`src/rtl/wdt_pkg.sv`:
```
package wdt_pkg;
    localparam int REG_W          = 8;
    localparam int CTRL_KBRST_BIT = 1;
    localparam int CTRL_KSTOP_BIT = 2;
    localparam int CTRL_MIN_BIT   = 3;
    localparam int STAT_EXP_BIT   = 4;

    typedef logic [REG_W-1:0] reg_t;

    typedef struct packed {
        reg_t ctrl;
        reg_t stat;
    } cfg_state_t;

    typedef struct packed {
        reg_t count;
    } tmr_state_t;
endpackage

```
`src/rtl/wdt_prescale.sv`:
```
module wdt_prescale #(
    parameter int DIV = 60
) (
    input  logic clk,
    input  logic rst_n,
    input  logic sec_tick,
    input  logic minute_mode,
    input  logic clear,
    output logic unit_tick
);
    localparam int CW = (DIV > 1) ? $clog2(DIV) : 1;

    generate
        if (DIV > 1) begin : g_div
            logic [CW-1:0] cnt_d, cnt_q;
            logic          wrap;

            always_comb begin
                wrap  = (cnt_q == CW'(DIV - 1));
                cnt_d = cnt_q;
                if (clear || !minute_mode)
                    cnt_d = '0;
                else if (sec_tick)
                    cnt_d = wrap ? '0 : cnt_q + 1'b1;
                unit_tick = sec_tick && (!minute_mode || wrap);
            end

            always_ff @(posedge clk or negedge rst_n) begin
                if (!rst_n) cnt_q <= '0;
                else        cnt_q <= cnt_d;
            end

            AST_PRE_RANGE: assert property (@(posedge clk) disable iff (!rst_n)
                cnt_q <= CW'(DIV - 1));
            AST_PRE_WRAP: assert property (@(posedge clk) disable iff (!rst_n)
                (minute_mode && !clear && sec_tick && wrap) |=> (cnt_q == '0));
        end else begin : g_pass
            logic unused_ok;
            assign unused_ok = minute_mode ^ clear ^ clk ^ rst_n;
            assign unit_tick = sec_tick;
        end
    endgenerate
endmodule

```
`src/rtl/wdt_pulse.sv`:
```
module wdt_pulse #(
    parameter int LEN = 16
) (
    input  logic clk,
    input  logic rst_n,
    input  logic fire,
    output logic active
);
    localparam int CW = $clog2(LEN + 1);

    logic [CW-1:0] cnt_d, cnt_q;

    always_comb begin
        cnt_d = cnt_q;
        if (fire)
            cnt_d = CW'(LEN);
        else if (cnt_q != '0)
            cnt_d = cnt_q - 1'b1;
        active = (cnt_q != '0);
    end

    always_ff @(posedge clk or negedge rst_n) begin
        if (!rst_n) cnt_q <= '0;
        else        cnt_q <= cnt_d;
    end

    AST_PULSE_START: assert property (@(posedge clk) disable iff (!rst_n)
        fire |=> active);
    AST_PULSE_END: assert property (@(posedge clk) disable iff (!rst_n)
        (cnt_q == CW'(1) && !fire) |=> !active);
endmodule

```
`src/rtl/wdt_cfg_regs.sv`:
```
module wdt_cfg_regs
    import wdt_pkg::*;
(
    input  logic clk,
    input  logic rst_n,
    input  logic wr_ctrl,
    input  logic wr_stat,
    input  reg_t wdata,
    input  logic expire,
    output reg_t ctrl,
    output reg_t stat
);
    cfg_state_t s_d, s_q;

    always_comb begin
        s_d = s_q;
        if (wr_ctrl)
            s_d.ctrl = wdata;
        if (wr_stat) begin
            s_d.stat = wdata;
            s_d.stat[STAT_EXP_BIT] = wdata[STAT_EXP_BIT] & s_q.stat[STAT_EXP_BIT];
        end
        if (expire)
            s_d.stat[STAT_EXP_BIT] = 1'b1;
    end

    always_ff @(posedge clk or negedge rst_n) begin
        if (!rst_n) s_q <= '0;
        else        s_q <= s_d;
    end

    assign ctrl = s_q.ctrl;
    assign stat = s_q.stat;

    AST_EXP_SET: assert property (@(posedge clk) disable iff (!rst_n)
        expire |=> stat[STAT_EXP_BIT]);
    AST_EXP_STICKY: assert property (@(posedge clk) disable iff (!rst_n)
        (stat[STAT_EXP_BIT] && !wr_stat) |=> stat[STAT_EXP_BIT]);
    AST_EXP_NO_SELF_SET: assert property (@(posedge clk) disable iff (!rst_n)
        (!stat[STAT_EXP_BIT] && !expire) |=> !stat[STAT_EXP_BIT]);
endmodule

```
`src/rtl/sec_watchdog.sv`:
```
module sec_watchdog
    import wdt_pkg::*;
#(
    parameter int          ADDR_W    = 8,
    parameter int          MIN_DIV   = 60,
    parameter int          PULSE_LEN = 16,
    parameter logic [7:0]  IDX_CTRL  = 8'hF5,
    parameter logic [7:0]  IDX_COUNT = 8'hF6,
    parameter logic [7:0]  IDX_STAT  = 8'hF7
) (
    input  logic              clk,
    input  logic              rst_n,
    input  logic              sec_tick,
    input  logic              cfg_wr,
    input  logic [ADDR_W-1:0] cfg_addr,
    input  logic [REG_W-1:0]  cfg_wdata,
    output logic [REG_W-1:0]  cfg_rdata,
    output logic              wdt_rst_n,
    output logic              kbd_rst_n
);
    localparam logic [ADDR_W-1:0] A_CTRL  = ADDR_W'(IDX_CTRL);
    localparam logic [ADDR_W-1:0] A_COUNT = ADDR_W'(IDX_COUNT);
    localparam logic [ADDR_W-1:0] A_STAT  = ADDR_W'(IDX_STAT);

    tmr_state_t t_d, t_q;
    reg_t       ctrl, stat;
    logic       hit_count, hit_ctrl, hit_stat;
    logic       running, pre_tick, unit, expire, pulse_on;

    always_comb begin
        hit_count = cfg_wr && (cfg_addr == A_COUNT);
        hit_ctrl  = cfg_wr && (cfg_addr == A_CTRL);
        hit_stat  = cfg_wr && (cfg_addr == A_STAT);
        running   = (t_q.count != '0);
        unit      = pre_tick && running;
        expire    = unit && !hit_count && (t_q.count == REG_W'(1));

        t_d = t_q;
        if (hit_count)
            t_d.count = cfg_wdata;
        else if (unit)
            t_d.count = t_q.count - 1'b1;

        case (cfg_addr)
            A_CTRL:  cfg_rdata = ctrl;
            A_COUNT: cfg_rdata = t_q.count;
            A_STAT:  cfg_rdata = stat;
            default: cfg_rdata = '0;
        endcase

        wdt_rst_n = !pulse_on;
        kbd_rst_n = !(pulse_on && ctrl[CTRL_KBRST_BIT]);
    end

    always_ff @(posedge clk or negedge rst_n) begin
        if (!rst_n) t_q <= '0;
        else        t_q <= t_d;
    end

    wdt_prescale #(.DIV(MIN_DIV)) u_pre (
        .clk         (clk),
        .rst_n       (rst_n),
        .sec_tick    (sec_tick),
        .minute_mode (ctrl[CTRL_MIN_BIT]),
        .clear       (hit_count || !running),
        .unit_tick   (pre_tick)
    );

    wdt_cfg_regs u_regs (
        .clk     (clk),
        .rst_n   (rst_n),
        .wr_ctrl (hit_ctrl),
        .wr_stat (hit_stat),
        .wdata   (cfg_wdata),
        .expire  (expire),
        .ctrl    (ctrl),
        .stat    (stat)
    );

    wdt_pulse #(.LEN(PULSE_LEN)) u_pulse (
        .clk    (clk),
        .rst_n  (rst_n),
        .fire   (expire),
        .active (pulse_on)
    );

    AST_LOAD: assert property (@(posedge clk) disable iff (!rst_n)
        hit_count |=> (t_q.count == $past(cfg_wdata)));
    AST_IDLE_HOLD: assert property (@(posedge clk) disable iff (!rst_n)
        (!running && !hit_count) |=> (t_q.count == '0));
    AST_NO_OVERFLOW: assert property (@(posedge clk) disable iff (!rst_n)
        (running && !hit_count) |=> (t_q.count <= $past(t_q.count)));
    AST_STEP_ONE: assert property (@(posedge clk) disable iff (!rst_n)
        (running && !hit_count && sec_tick && !ctrl[CTRL_MIN_BIT])
        |=> (t_q.count == $past(t_q.count) - 1'b1));
    AST_RST_HAS_FLAG: assert property (@(posedge clk) disable iff (!rst_n)
        $fell(wdt_rst_n) |-> stat[STAT_EXP_BIT]);
    AST_KBD_WITHIN_WDT: assert property (@(posedge clk) disable iff (!rst_n)
        !kbd_rst_n |-> !wdt_rst_n);
endmodule

```
`config.mk`:
```
export PLATFORM = sky130hd
export DESIGN_NAME = sec_watchdog
export DESIGN_NICKNAME = d
export VERILOG_FILES = /design/src/rtl/wdt_pkg.sv /design/src/rtl/wdt_prescale.sv /design/src/rtl/wdt_pulse.sv /design/src/rtl/wdt_cfg_regs.sv /design/src/rtl/sec_watchdog.sv
export SDC_FILE = /design/constraint.sdc
export NUM_CORES = 1
export LEC_CHECK = 0
export BUFFER_PORTS_ARGS = -buffer_cell sky130_fd_sc_hd__buf_4
export CAP_MARGIN = 30
export CORE_AREA = 2 2 70 72
export DETAILED_ROUTE_END_ITERATION = 10
export DIE_AREA = 0 0 72 74
export SLEW_MARGIN = 20
export SYNTH_ARGS = -nofsm -noshare
export SYNTH_HDL_FRONTEND = slang
export SYNTH_SLANG_ARGS = --single-unit
```
`constraint.sdc`:
```
create_clock -name clk -period 2 [get_ports clk]
set_input_delay 0.4 -clock clk [delete_from_list [all_inputs] [get_ports clk]]
set_output_delay 0.4 -clock clk [all_outputs]
set_load 0.01 [all_outputs]
```
## After elaboration in Yosys (flattened, before gate mapping)

Index checks and enable logic that the tools add are counted.

- Reductions and logical operators: 22
- Shift-type cells: 0
- $add $sub $neg: 3
- Bitwise operators: 1
- Muxes and demuxes: 10
- Equal/unequal tests: 5
- Order comparisons: 0
- Div/mod/pow operators: 0
- Multiply operators: 0

Operators with widths:

| cell | count |
|---|---|
| $eq A8 B8 Y1 const B | 3 |
| $pmux W8 S3 | 1 |
| $mux W6 | 3 |
| $mux W8 | 2 |
| $mux W5 | 3 |
| $eq A8 B1 Y1 const B | 1 |
| $logic_and A1 B1 Y1 | 8 |
| $reduce_bool A2 Y1 | 4 |
| $reduce_bool A8 Y1 | 1 |
| $sub A8 B1 Y8 const B | 1 |
| $add A6 B1 Y6 const B | 1 |
| $eq A6 B6 Y1 const B | 1 |
| $logic_not A1 Y1 | 5 |
| $reduce_bool A5 Y1 | 1 |
| $sub A5 B1 Y5 const B | 1 |
| $logic_or A1 B1 Y1 | 3 |
| $and A1 B1 Y1 | 1 |
| $mux W1 | 1 |

- Output and inout bits: 10
- Register bits: 35
- Bits in writable memories: 0
- Memories kept: 0
- Input bits: 20
- Bits in read-only memories: 0
- Bits in latches: 0

## Longest topological paths before layout

Gate-level depths: netlist of the first run.

- Word-level depth: 7
- Mapped depth: 8
- Depth with buffers taken out: 7

## Modules after synthesis

A second synthesis of the first run with hierarchy kept.

- Cells, all modules: 198
- Area, all modules: 2080.7 µm²

By module, submodules not included:

| module | sequential area each (µm²) | area an instance (µm²) | cells an instance | times used |
|---|---|---|---|---|
| sec_watchdog | 200.2 | 815.8 | 99 | 1 |
| wdt_cfg_regs | 400.4 | 661.9 | 35 | 1 |
| wdt_prescale | 150.1 | 341.6 | 39 | 1 |
| wdt_pulse | 125.1 | 261.5 | 25 | 1 |

## Least setup slack after synthesis of the first run

Ideal clock, no wire load.

- Path type: flip-flop to output port
- Start: register u_pulse.cnt_q[0]
- End: output kbd_rst_n
- Buffers on the path: 1
- Data required time: 1.600 ns
- Arrival time: 1.329 ns
- Cell stages (with the launch flop): 7
- Slack: 0.271 ns
- Path through: dfrtp_1 > inv_1 > ha_1 > nor2b_1 > and2_1 > clkbuf_1 > nand2b_1

- Cells in the longest elaborated chain, start to end: 3

RTL lines:

| item | RTL line | RTL |
|---|---|---|
| start, declared | wdt_pulse.sv:11 | `logic [CW-1:0] cnt_d, cnt_q;` |
| start signal, assigned | wdt_pulse.sv:24 | `else cnt_q <= cnt_d;` |
| $reduce_bool A5 Y1 | wdt_pulse.sv:19 | `active = (cnt_q != '0);` |
| $logic_and A1 B1 Y1 | sec_watchdog.sv:52 | `kbd_rst_n = !(pulse_on && ctrl[CTRL_KBRST_BIT]);` |
| $logic_not A1 Y1 | sec_watchdog.sv:52 |  |
| end, declared | sec_watchdog.sv:19 | `output logic kbd_rst_n` |

Every way passes these cells.

## Worst setup path in the final report of the first run

- Start: register u_pulse.cnt_q[1]
- End: output kbd_rst_n

The elaborated chain is that of the path after synthesis.

==> results of run 1 <==
-- cells in the mapped netlist (all sizes together) --
master | instances | share of area (%)
nor3 | 4 | 1.6
xor2 | 5 | 2.2
nand3b | 3 | 1.1
and3 | 5 | 2.1
o21ai | 9 | 2.5
nand2b | 2 | 0.64
nand2 | 12 | 2.3
buf | 2 | 0.64
nor4bb | 1 | 0.51
nand4 | 5 | 1.6
mux2i | 3 | 1.5
and2 | 1 | 0.32
a22oi | 9 | 3.4
nand4b | 1 | 0.76
and4b | 2 | 1.0
mux2 | 23 | 13
dfrtp | 35 | 45
o2111ai | 1 | 0.45
and4 | 1 | 0.45
clkbuf | 5 | 0.95
nor2 | 27 | 5.1
nor3b | 1 | 0.38
ha | 5 | 3.2
nor2b | 3 | 0.95
a21oi | 7 | 1.8
inv | 4 | 0.76
o21a | 1 | 0.38
nand3 | 5 | 1.3
or3 | 1 | 0.32
a21o | 2 | 0.76
nor4b | 2 | 2.0
xnor2 | 3 | 1.3
-- power by group --
part	internal [mW]	switching (mW)
logic	0.355	0.330
clock network	0.244	0.245
registers	0.867	0.188
total	1.47	0.763
-- registers in the layout (all words and copies together) (netlist names) --
name,cells
t_q,8
u_regs.ctrl,8
u_regs.stat,8
u_pre.g_div.cnt_q,6
u_pulse.cnt_q,5
-- worst min-delay path by stage --
stage                     cells after the start               end  startpoint
after global placement                        1  u_pulse.cnt_q[0]       rst_n
after detailed placement                      1  u_pulse.cnt_q[4]       rst_n
final                                         1  u_pulse.cnt_q[4]       rst_n
after floorplan                               0            t_q[0]       rst_n
after CTS                                     1  u_pulse.cnt_q[4]       rst_n
after global routing                          1  u_pulse.cnt_q[4]       rst_n
-- per-layer routing --
layer / global-route usage [%] / up-vias / part of all wire, %
met5: 0 / - / 0
met3: 4.74 / 5 / 4.3
met4: 6.50 / 0 / 1.4
met1: 22.3 / 754 / 45
met2: 29.3 / 33 / 50
li1: - / 749 / -
-- cell type report --
class	instances	share of cell area, %
Clock buffer	7	3.26
Tap cell	54	2.88
Inverter	4	0.641
Multi-Input combinational cell	144	45.4
Sequential cell	35	37.4
Timing Repair Buffer	32	10.3
Clock inverter	1	0.214
-- repair_timing --
action / in CTS / in global routing
endpoints found under the setup margin: 1 / 1
pin swaps: 0 / 1
resized for setup: 3 / 2
-- worst max-delay path, delay by kind of cell (launching register included) --
family / cells / cell delay (ps)
simple gates: 3 / 450
flops: 1 / 370
buf+inv: 2 / 220
fa+ha+maj: 1 / 170
-- metrics by stage --
step / hold slack [ps] / total power, mW
2_1_floorplan: 104 / 1.51
3_3_place_gp: 377 / 1.67
3_5_place_dp: 388 / 1.71
4_1_cts: 78.2 / 2.22
5_1_grt: 92.5 / 2.39
6_report: 59.0 / 2.23
-- cells in the final DEF (no fill, tap or decap), types with 5 or more instances in the layout --
cell type,netlist,final
nor2_1,27,27
nand3_1,5,5
clkbuf_8,0,5
o21ai_0,8,8
a21oi_1,7,7
buf_4,1,32
nand2_1,12,12
a22oi_1,9,9
xor2_1,5,5
nand4_1,5,5
dfrtp_1,35,35
mux2_2,23,23
-- kinds of logic (layout without fill, tap and decap cells) --
group	after synthesis	in the layout	synth area share, %
buf+inv	11	44	2.35
flops	35	35	44.5
simple gates	76	76	22.4
mux	26	26	14.7
compound gates	29	29	9.28
fa+ha+maj	5	5	3.18
xor+xnor	8	8	3.56
==> reports/results.ini, run 1 <==
[detailed_routing]
via_per_inst=5.56
wire_per_inst_um=15.4
antenna_left=0
wl_mm=4.25
vias=1541
dr.pass1.iters=4
drtIter0Drc=56
drc_errors=0

[place]
preCtsSetupSlack_ps=158
place_inst=269
placed_cell_area_um2=2240
io_buffers=29
place_hpwl_mm=3.16
place_congestion=0.854

[logic_synthesis]
synth_seq_cells=35
synthCells=190
synth_area_um2=1970
seq_area_frac_synth_pct=44.5
post_synth_num_cell_types=37
synth_fp_nets=215
avgSynthCellArea_um2=10.4
yosysWarnings=0

[critical_path]
cp_max_fo=6
max_stage_delay_ps=370
r2r_start=t_q[0]
ff2ff_path_depth=7
endpoint=kbd_rst_n
setup.worst_path.start=u_pulse.cnt_q[1]
r2r_end=t_q[0]
critPathKind=reg -> out
crit_chain=inv_1 -> ha_4 -> nor2b_2 -> and2_4 -> nand2b_1 -> buf_4
reg2reg_slack_ps=240
worstPathRequired_ps=1600
arrival_ps=1500
critPathLaunchType=register
cp-end-kind=primary output
slowest_stage=dfrtp_1

[status]
status=finished clean

[grt]
grt_pass1_wl_mm=7.24
grt_antenna_before_repair=0
grt.overflow.total=0
grt_pass1_vias=1551
grt_usage_pct=17.7
grt_max_degree=36

[floorplan]
coreArea_um2=4600
initial_core_util_pct=42.8
die_h_um=74
io_pins=30
dieArea_um2=5330
die_w_um=72
rows=25

[hold_path]
hold_class=in -> async

[clock_network]
cts-hold-fix-buffers=0
numCtsBuffers=5
clock-root-buffer=clkbuf_8
path_clk_slew_ps=70
cts_tree=built
clock_path_buffers=2
htreeDepth=2
clock_latency_ps=280
cts_setup_buffers=0
clock-sinks=35

[sta]
min_period_ps=1900
setup_viol=0
rsz0062_at_grt=no
finClkSkew_ps=3.91
worstMarginPinSlew_ps=444
finalHoldViolations=0
setup_slack_ps=96.6
slew_viol_final=0
period_share_pct=95.2
fin_setup_tns_ps=0
slew_headroom_pct=70.4
fmax_mhz=525

[cells_and_area]
syn_to_final_growth_pct=19.1
fillers=442
diodes=0
multiInputGateArea_um2=1060
design_area_um2=2340
nets=247
stdcell_count=277
drive_gt1_share_pct=31.8
regArea_um2=876
final_util_pct=51.0

[flow_run]
drv_cap=0

[pwr]
irDropWorstVdd_mv=0.348
p_per_area_nw_per_um2=951
leakage_nw=1.08

Power figures use the tool's default switching activity.
==> run 2: changes to the inputs <==
ABC_CLOCK_PERIOD_IN_PS = 2000   (was not set)
CORE_AREA = 2 2 71 73   (was 2 2 70 72)
DIE_AREA = 0 0 73 75   (was 0 0 72 74)
SYNTH_HIERARCHICAL = 1   (was not set)
==> reports/results.ini, run 2 <==
[logic_synthesis]
seq_area_frac_synth_pct=42.1  ; was 44.5%
postSynth.asyncResetShare_pct=100  ; unchanged
synth_common_cells=35 x dfrtp_1, 26 x nor2_1, 15 x a21oi_1, 15 x mux2_4, 14 x nand2_1  ; was 35 x dfrtp_1, 27 x nor2_1, 23 x mux2_2, 12 x nand2_1, 9 x a22oi_1
synth.top_cell.area_share_pct=42.1  ; was 44.5%
ys_top_cells_by_area=dfrtp_1 42%, mux2_4 11%, mux2_2 4.9%, nor2_1 4.7%, a21oi_1 3.6%  ; was dfrtp_1 45%, mux2_2 13%, nor2_1 5.1%, a22oi_1 3.4%, ha_1 3.2%
synth_top_cell_by_area=dfrtp_1  ; unchanged
synth_edf_count=0  ; unchanged
synth_area_um2=2080  ; was 1970 um2
ys.flop_type=dfrtp_1  ; unchanged
yosysWarnings=6  ; was 0
yosys.cell_count.top_type=dfrtp_1  ; unchanged
post_synth_num_cell_types=42  ; was 37
avgSynthCellArea_um2=10.5  ; was 10.4 um2
synth_fp_nets=223  ; was 215
synthCells=198  ; was 190
synth_seq_cells=35  ; unchanged

[detailed_routing]
wire_per_inst_um=14.2  ; was 15.4 um
vias=1572  ; was 1541
antenna_left=0  ; unchanged
drc_errors=0  ; unchanged
via_per_inst=5.09  ; was 5.56
wl_mm=4.39  ; was 4.25 mm
dr.pass1.iters=4  ; unchanged
drtIter0Drc=30  ; was 56

[status]
status=finished clean  ; unchanged

[grt]
grtUsageMet3_pct=4.15  ; was 4.74%
grt.overflow.total=0  ; unchanged
busiest_layer=met2  ; unchanged
grt_pass1_wl_mm=7.58  ; was 7.24 mm
grt_max_degree=36  ; unchanged
grtUsageMet2_pct=29.7  ; was 29.3%
grt_pass1_vias=1651  ; was 1551
grt_usage_pct=17.9  ; was 17.7%
grt_antenna_before_repair=0  ; unchanged
grt.met1_usage_pct=23.7  ; was 22.3%

[clock_network]
clock-root-buffer=clkbuf_8  ; unchanged
clock_latency_ps=280  ; about the same
clock-sinks=35  ; unchanged
clock_path_buffers=2  ; unchanged
cts-hold-fix-buffers=0  ; unchanged
numCtsBuffers=5  ; unchanged
htreeDepth=2  ; unchanged
cts_tree=built  ; unchanged
path_clk_slew_ps=80  ; was 70 ps

[floorplan]
dieArea_um2=5480  ; was 5330 um2
die_w_um=73  ; was 72 um
die_h_um=75  ; was 74 um
coreArea_um2=4660  ; was 4600 um2
rows=25  ; unchanged
io_pins=30  ; unchanged
initial_core_util_pct=44.6  ; was 42.8%

[critical_path]
r2r_start=u_pre/g_div.cnt_q[0]  ; was t_q[0]
critPathKind=reg -> reg  ; was reg -> out
slowest_stage=dfrtp_1  ; unchanged
max_stage_delay_ps=360  ; was 370 ps
cp_max_fo=3  ; was 6
crit_chain=ha_2 -> nand4_1 -> o21a_1 -> nor2_2 -> or2b_4 -> nor4b_4 -> mux2i_1 -> a21oi_1  ; was inv_1 -> ha_4 -> nor2b_2 -> and2_4 -> nand2b_1 -> buf_4
reg2reg_slack_ps=9  ; was 240 ps
r2r_end=t_q[7]  ; was t_q[0]
cp-end-kind=register  ; was primary output
worstPathRequired_ps=2160  ; was 1600 ps
critPathLaunchType=register  ; unchanged
ff2ff_path_depth=8  ; was 7
arrival_ps=2150  ; was 1500 ps

[sta]
finalHoldViolations=0  ; unchanged
min_period_ps=1990  ; was 1900 ps
fmax_mhz=502  ; was 525 MHz
setup_slack_ps=9.05  ; was 96.6 ps
finClkSkew_ps=6.87  ; was 3.91 ps
setup_viol=0  ; unchanged
fin_setup_tns_ps=0  ; unchanged
worstMarginPinSlew_ps=476  ; was 444 ps
rsz0062_at_grt=yes  ; was no
period_share_pct=99.5  ; was 95.2%
slew_headroom_pct=67.8  ; was 70.4%
slew_viol_final=0  ; unchanged

[cells_and_area]
final_common_cell=buf_4  ; was dfrtp_1
drive_gt1_share_pct=41.6  ; was 31.8%
nets=279  ; was 247
syn_to_final_growth_pct=29.1  ; was 19.1%
design_area_um2=2690  ; was 2340 um2
diodes=0  ; unchanged
fillers=419  ; was 442
layout_common_cells=55 x buf_4, 35 x dfrtp_1, 25 x nor2_1, 15 x a21oi_1, 15 x mux2_4  ; was 35 x dfrtp_1, 32 x buf_4, 27 x nor2_1, 23 x mux2_2, 12 x nand2_1

[place]
place_hpwl_mm=3.26  ; was 3.16 mm
io_buffers=29  ; unchanged
place_congestion=0.794  ; was 0.854
placed_cell_area_um2=2480  ; was 2240 um2
preCtsSetupSlack_ps=-93.2  ; was 158 ps

[pwr]
irDropWorstVdd_mv=0.521  ; was 0.348 mV
p_per_area_nw_per_um2=1010  ; was 951 nW/um2
leakage_nw=1.24  ; was 1.08 nW

[flow_run]
drv_cap=0  ; unchanged

[hold_path]
hold_class=in -> async  ; unchanged

==> run 2: power breakdown <==
part / switching [mW] / internal [mW]
clock network: 0.255 / 0.497
registers: 0.167 / 0.863
logic: 0.417 / 0.509
total: 0.838 / 1.87
==> run 2: cells by family after synthesis <==
| kind of cell | count (synthesis) | synth area share, % |
|---|---|---|
| fa+ha+maj | 5 | 3.01 |
| mux | 30 | 18.6 |
| xor+xnor | 2 | 0.842 |
| buf+inv | 20 | 5.23 |
| compound gates | 37 | 11.6 |
| simple gates | 69 | 18.6 |
| flops | 35 | 42.1 |
==> run 2: stage by stage <==
stage / instances / hold WS [ps] / power, mW / util (%)
global placement: 295 / 380 / 1.86 / 53.2
finish: 309 / 61.7 / 2.71 / 57.6
global route: 309 / 86.7 / 2.90 / 57.6
floorplan: 198 / 104 / 1.62 / -
detailed placement: 295 / 385 / 1.88 / 53.2
CTS: 308 / 74.2 / 2.72 / 57.2
==> run 2: per-layer routing <==
metal  up-vias  share of wire, %
met3         2               2.9
li1        815                 -
met4         0              0.52
met5         -                 0
met1       737                49
met2        18                48
==> run 2: what timing repair did <==
item                       4_1_cts  5_1_grt
gates cloned                     0        0
setup endpoints to repair        3        5
pin swaps                        1        7
buffers inserted                 5        1
gates resized for setup          4        6
==> run 2: critical path, delay by kind of cell, from the launching register on <==
family / cells / cell delay, ps
compound gates: 2 / 290
fa+ha+maj: 1 / 190
flops: 1 / 360
mux: 1 / 240
simple gates: 4 / 790
==> run 2: worst max-delay path by stage <==
stage                     endpoint  slack (ps)            startpoint  cells past startpoint
after CTS                   t_q[7]           8  u_pre/g_div.cnt_q[1]                      8
after global placement      t_q[7]          30  u_pre/g_div.cnt_q[0]                      8
after floorplan             t_q[7]          50  u_pre/g_div.cnt_q[0]                      8
after global routing        t_q[7]        -100  u_pre/g_div.cnt_q[1]                      8
final                       t_q[7]           9  u_pre/g_div.cnt_q[0]                      8
after detailed placement    t_q[7]         -90  u_pre/g_div.cnt_q[1]                      8
==> run 2: final cells by class <==
cell class              count  area (um2)  share of cell area (%)
clock buffers               5        68.8                    2.56
repair buffers             57         435                    16.2
flip-flops and latches     35         876                    32.6
clock inverters             3        67.6                    2.52
inverters                  12        45.0                    1.68
multi-input cells         143        1130                    41.9
well taps                  54        67.6                    2.52
==> run 3: changes to the inputs <==
ABC_AREA = 1   (was not set)
CORE_AREA = 2 2 73 75   (was 2 2 71 73)
DIE_AREA = 0 0 75 77   (was 0 0 73 75)
==> reports/results.ini, run 3 <==
[status]
status=finished clean  ; unchanged

[place]
place_congestion=0.847  ; was 0.794
io_buffers=29  ; unchanged
preCtsSetupSlack_ps=45.0  ; was -93.2 ps
place_hpwl_mm=3.73  ; was 3.26 mm

[flow_run]
drv_cap=0  ; unchanged

[cells_and_area]
syn_to_final_growth_pct=19.5  ; was 29.1%
fillers=532  ; was 419
diodes=0  ; unchanged
layout_common_cells=104 x nand2_1, 50 x inv_1, 38 x buf_4, 35 x dfrtp_1, 32 x nand3_1  ; was 55 x buf_4, 35 x dfrtp_1, 25 x nor2_1, 15 x a21oi_1, 15 x mux2_4
final_common_cell=nand2_1  ; was buf_4
drive_gt1_share_pct=18.5  ; was 41.6%
multiInputGateArea_um2=1080  ; was 1130 um2
nets=380  ; was 279
regArea_um2=876  ; unchanged

[detailed_routing]
via_per_inst=4.69  ; was 5.09
antenna_left=0  ; unchanged
drtIter0Drc=113  ; was 30
wire_per_inst_um=11.8  ; was 14.2 um
dr.pass1.iters=4  ; unchanged
wl_mm=5.04  ; was 4.39 mm
drc_errors=0  ; unchanged
vias=1999  ; was 1572

[logic_synthesis]
post_synth_num_cell_types=22  ; was 42
avgSynthCellArea_um2=6.95  ; was 10.5 um2
seq_area_frac_synth_pct=40.0  ; was 42.1%
synth_common_cells=104 x nand2_1, 52 x inv_1, 35 x dfrtp_1, 33 x nand3_1, 25 x nor2_1  ; was 35 x dfrtp_1, 26 x nor2_1, 15 x a21oi_1, 15 x mux2_4, 14 x nand2_1
synth_edf_count=0  ; unchanged
ys_top_cells_by_area=dfrtp_1 40%, nand2_1 18%, inv_1 8.9%, nand3_1 7.5%, o21ai_0 4.3%  ; was dfrtp_1 42%, mux2_4 11%, mux2_2 4.9%, nor2_1 4.7%, a21oi_1 3.6%
yosys.cell_count.top_type=nand2_1  ; was dfrtp_1
synth_fp_nets=340  ; was 223
postSynth.asyncResetShare_pct=100  ; unchanged
synthCells=315  ; was 198
synth_top_cell_by_area=dfrtp_1  ; unchanged
ys.flop_type=dfrtp_1  ; unchanged
synth_seq_cells=35  ; unchanged
yosysWarnings=6  ; unchanged
synth.top_cell.area_share_pct=40.0  ; was 42.1%
synth_area_um2=2190  ; was 2080 um2

[critical_path]
cp_max_fo=8  ; was 3
critPathLaunchType=input pin  ; was register
worstPathRequired_ps=1600  ; was 2160 ps
cp-end-kind=primary output  ; was register
arrival_ps=1430  ; was 2150 ps
critPathKind=in -> out  ; was reg -> reg

[pwr]
leakage_nw=1.41  ; was 1.24 nW
power_mw=2.60  ; was 2.71 mW
p_per_area_nw_per_um2=995  ; was 1010 nW/um2
irDropWorstVdd_mv=0.563  ; was 0.521 mV

[clock_network]
clock-root-buffer=clkbuf_8  ; unchanged
clock_path_buffers=2  ; unchanged
cts_setup_buffers=0  ; was 5
cts_tree=built  ; unchanged
clock-sinks=35  ; unchanged
clock_latency_ps=280  ; about the same
cts-hold-fix-buffers=0  ; unchanged
htreeDepth=2  ; unchanged
path_clk_slew_ps=70  ; was 80 ps
numCtsBuffers=5  ; unchanged

[grt]
grt_usage_pct=19.4  ; was 17.9%
grt_pass1_wl_mm=8.65  ; was 7.58 mm
grt.overflow.total=0  ; unchanged
grt_pass1_vias=1902  ; was 1651
grt_antenna_before_repair=0  ; unchanged
grt_max_degree=36  ; unchanged

[sta]
min_period_ps=1830  ; was 1990 ps
finClkSkew_ps=6.96  ; was 6.87 ps
fmax_mhz=548  ; was 502 MHz
setup_slack_ps=174  ; was 9.05 ps
fin_setup_tns_ps=0  ; unchanged
slew_viol_final=0  ; unchanged
period_share_pct=91.3  ; was 99.5%
finalHoldViolations=0  ; unchanged
setup_viol=0  ; unchanged
slew_headroom_pct=69.4  ; was 67.8%
worstMarginPinSlew_ps=459  ; was 476 ps

[floorplan]
rows=26  ; was 25
initial_core_util_pct=44.0  ; was 44.6%
die_w_um=75  ; was 73 um
die_h_um=77  ; was 75 um
dieArea_um2=5780  ; was 5480 um2
coreArea_um2=4980  ; was 4660 um2
io_pins=30  ; unchanged

[hold_path]
hold_class=in -> async  ; unchanged

[run 3: cell families (layout without fill, tap and decap cells)]
group | after synthesis | count (layout) | synth area share, %
buffers and inverters | 59 | 100 | 11.4
adder cells (fa/ha/maj) | 5 | 5 | 2.86
AND/OR/NAND/NOR | 182 | 182 | 36.3
flip-flops | 35 | 35 | 40.0
AO/OA/AOI/OAI | 30 | 30 | 7.89
XOR/XNOR | 4 | 4 | 1.60
[run 3: cell type report]
class	instances	area share, %
Inverter	54	7.80
Sequential cell	35	33.5
Multi-Input combinational cell	221	41.4
Tap cell	70	3.35
Clock inverter	1	0.191
Clock buffer	7	2.92
Timing Repair Buffer	38	10.9
[run 3: critical path, cell delays in order]
cell,delay (ps)
buf_4,100
inv_1,40
nand2_1,110
nor2_2,180
nand3_2,190
nor2_1,140
o21ai_0,80
nand2_1,70
buf_4,110
[run 3: stage by stage]
stage               util, %  hold slack, ps  cells  instance area, um2
floorplan                 -             104    315                2190
global placement       50.6             392    418                2520
detailed placement     50.6             390    418                2520
CTS                    52.2            79.5    426                2600
global route           52.6            92.3    426                2620
finish                 52.6            68.5    426                2620
[run 3: what timing repair did]
action | in CTS | in global routing
endpoints found under the hold margin | 0 | 0
resized for setup | 0 | 6
setup endpoints to repair | 0 | 12
[run 3: path summary, 6_finish.rpt]
| check | start | endpoint | slack [ps] | depth (start not counted) |
|---|---|---|---|---|
| setup / recovery | cfg_addr[3] | cfg_rdata[0] | 170 | 9 |
| hold / removal | rst_n | u_regs/stat[6] | 70 | 1 |
| setup reg to reg | u_pre/g_div.cnt_q[1] | u_pulse/cnt_q[0] | 240 | 10 |
| hold reg to reg | u_pulse/cnt_q[0] | u_pulse/cnt_q[0] | 480 | 2 |
| max in group asynchronous | rst_n | t_q[1] | 1610 | 1 |
| min in group clk | cfg_wdata[7] | u_regs/ctrl[7] | 340 | 3 |
[run 3: power by group]
part           internal [mW]  switching [mW]  total (mW)
clock                  0.245           0.252       0.497
sequential             0.887           0.199        1.09
combinational          0.404           0.616        1.02
[run 3: routing by layer]
metal  part of all wire (%)  GRT usage, %  vias up
li1                       -             -     1067
met3                    3.8          3.94        6
met2                     46          29.4       26
met5                      0             0        -
met1                     49          27.5      900
met4                    1.5          6.43        0
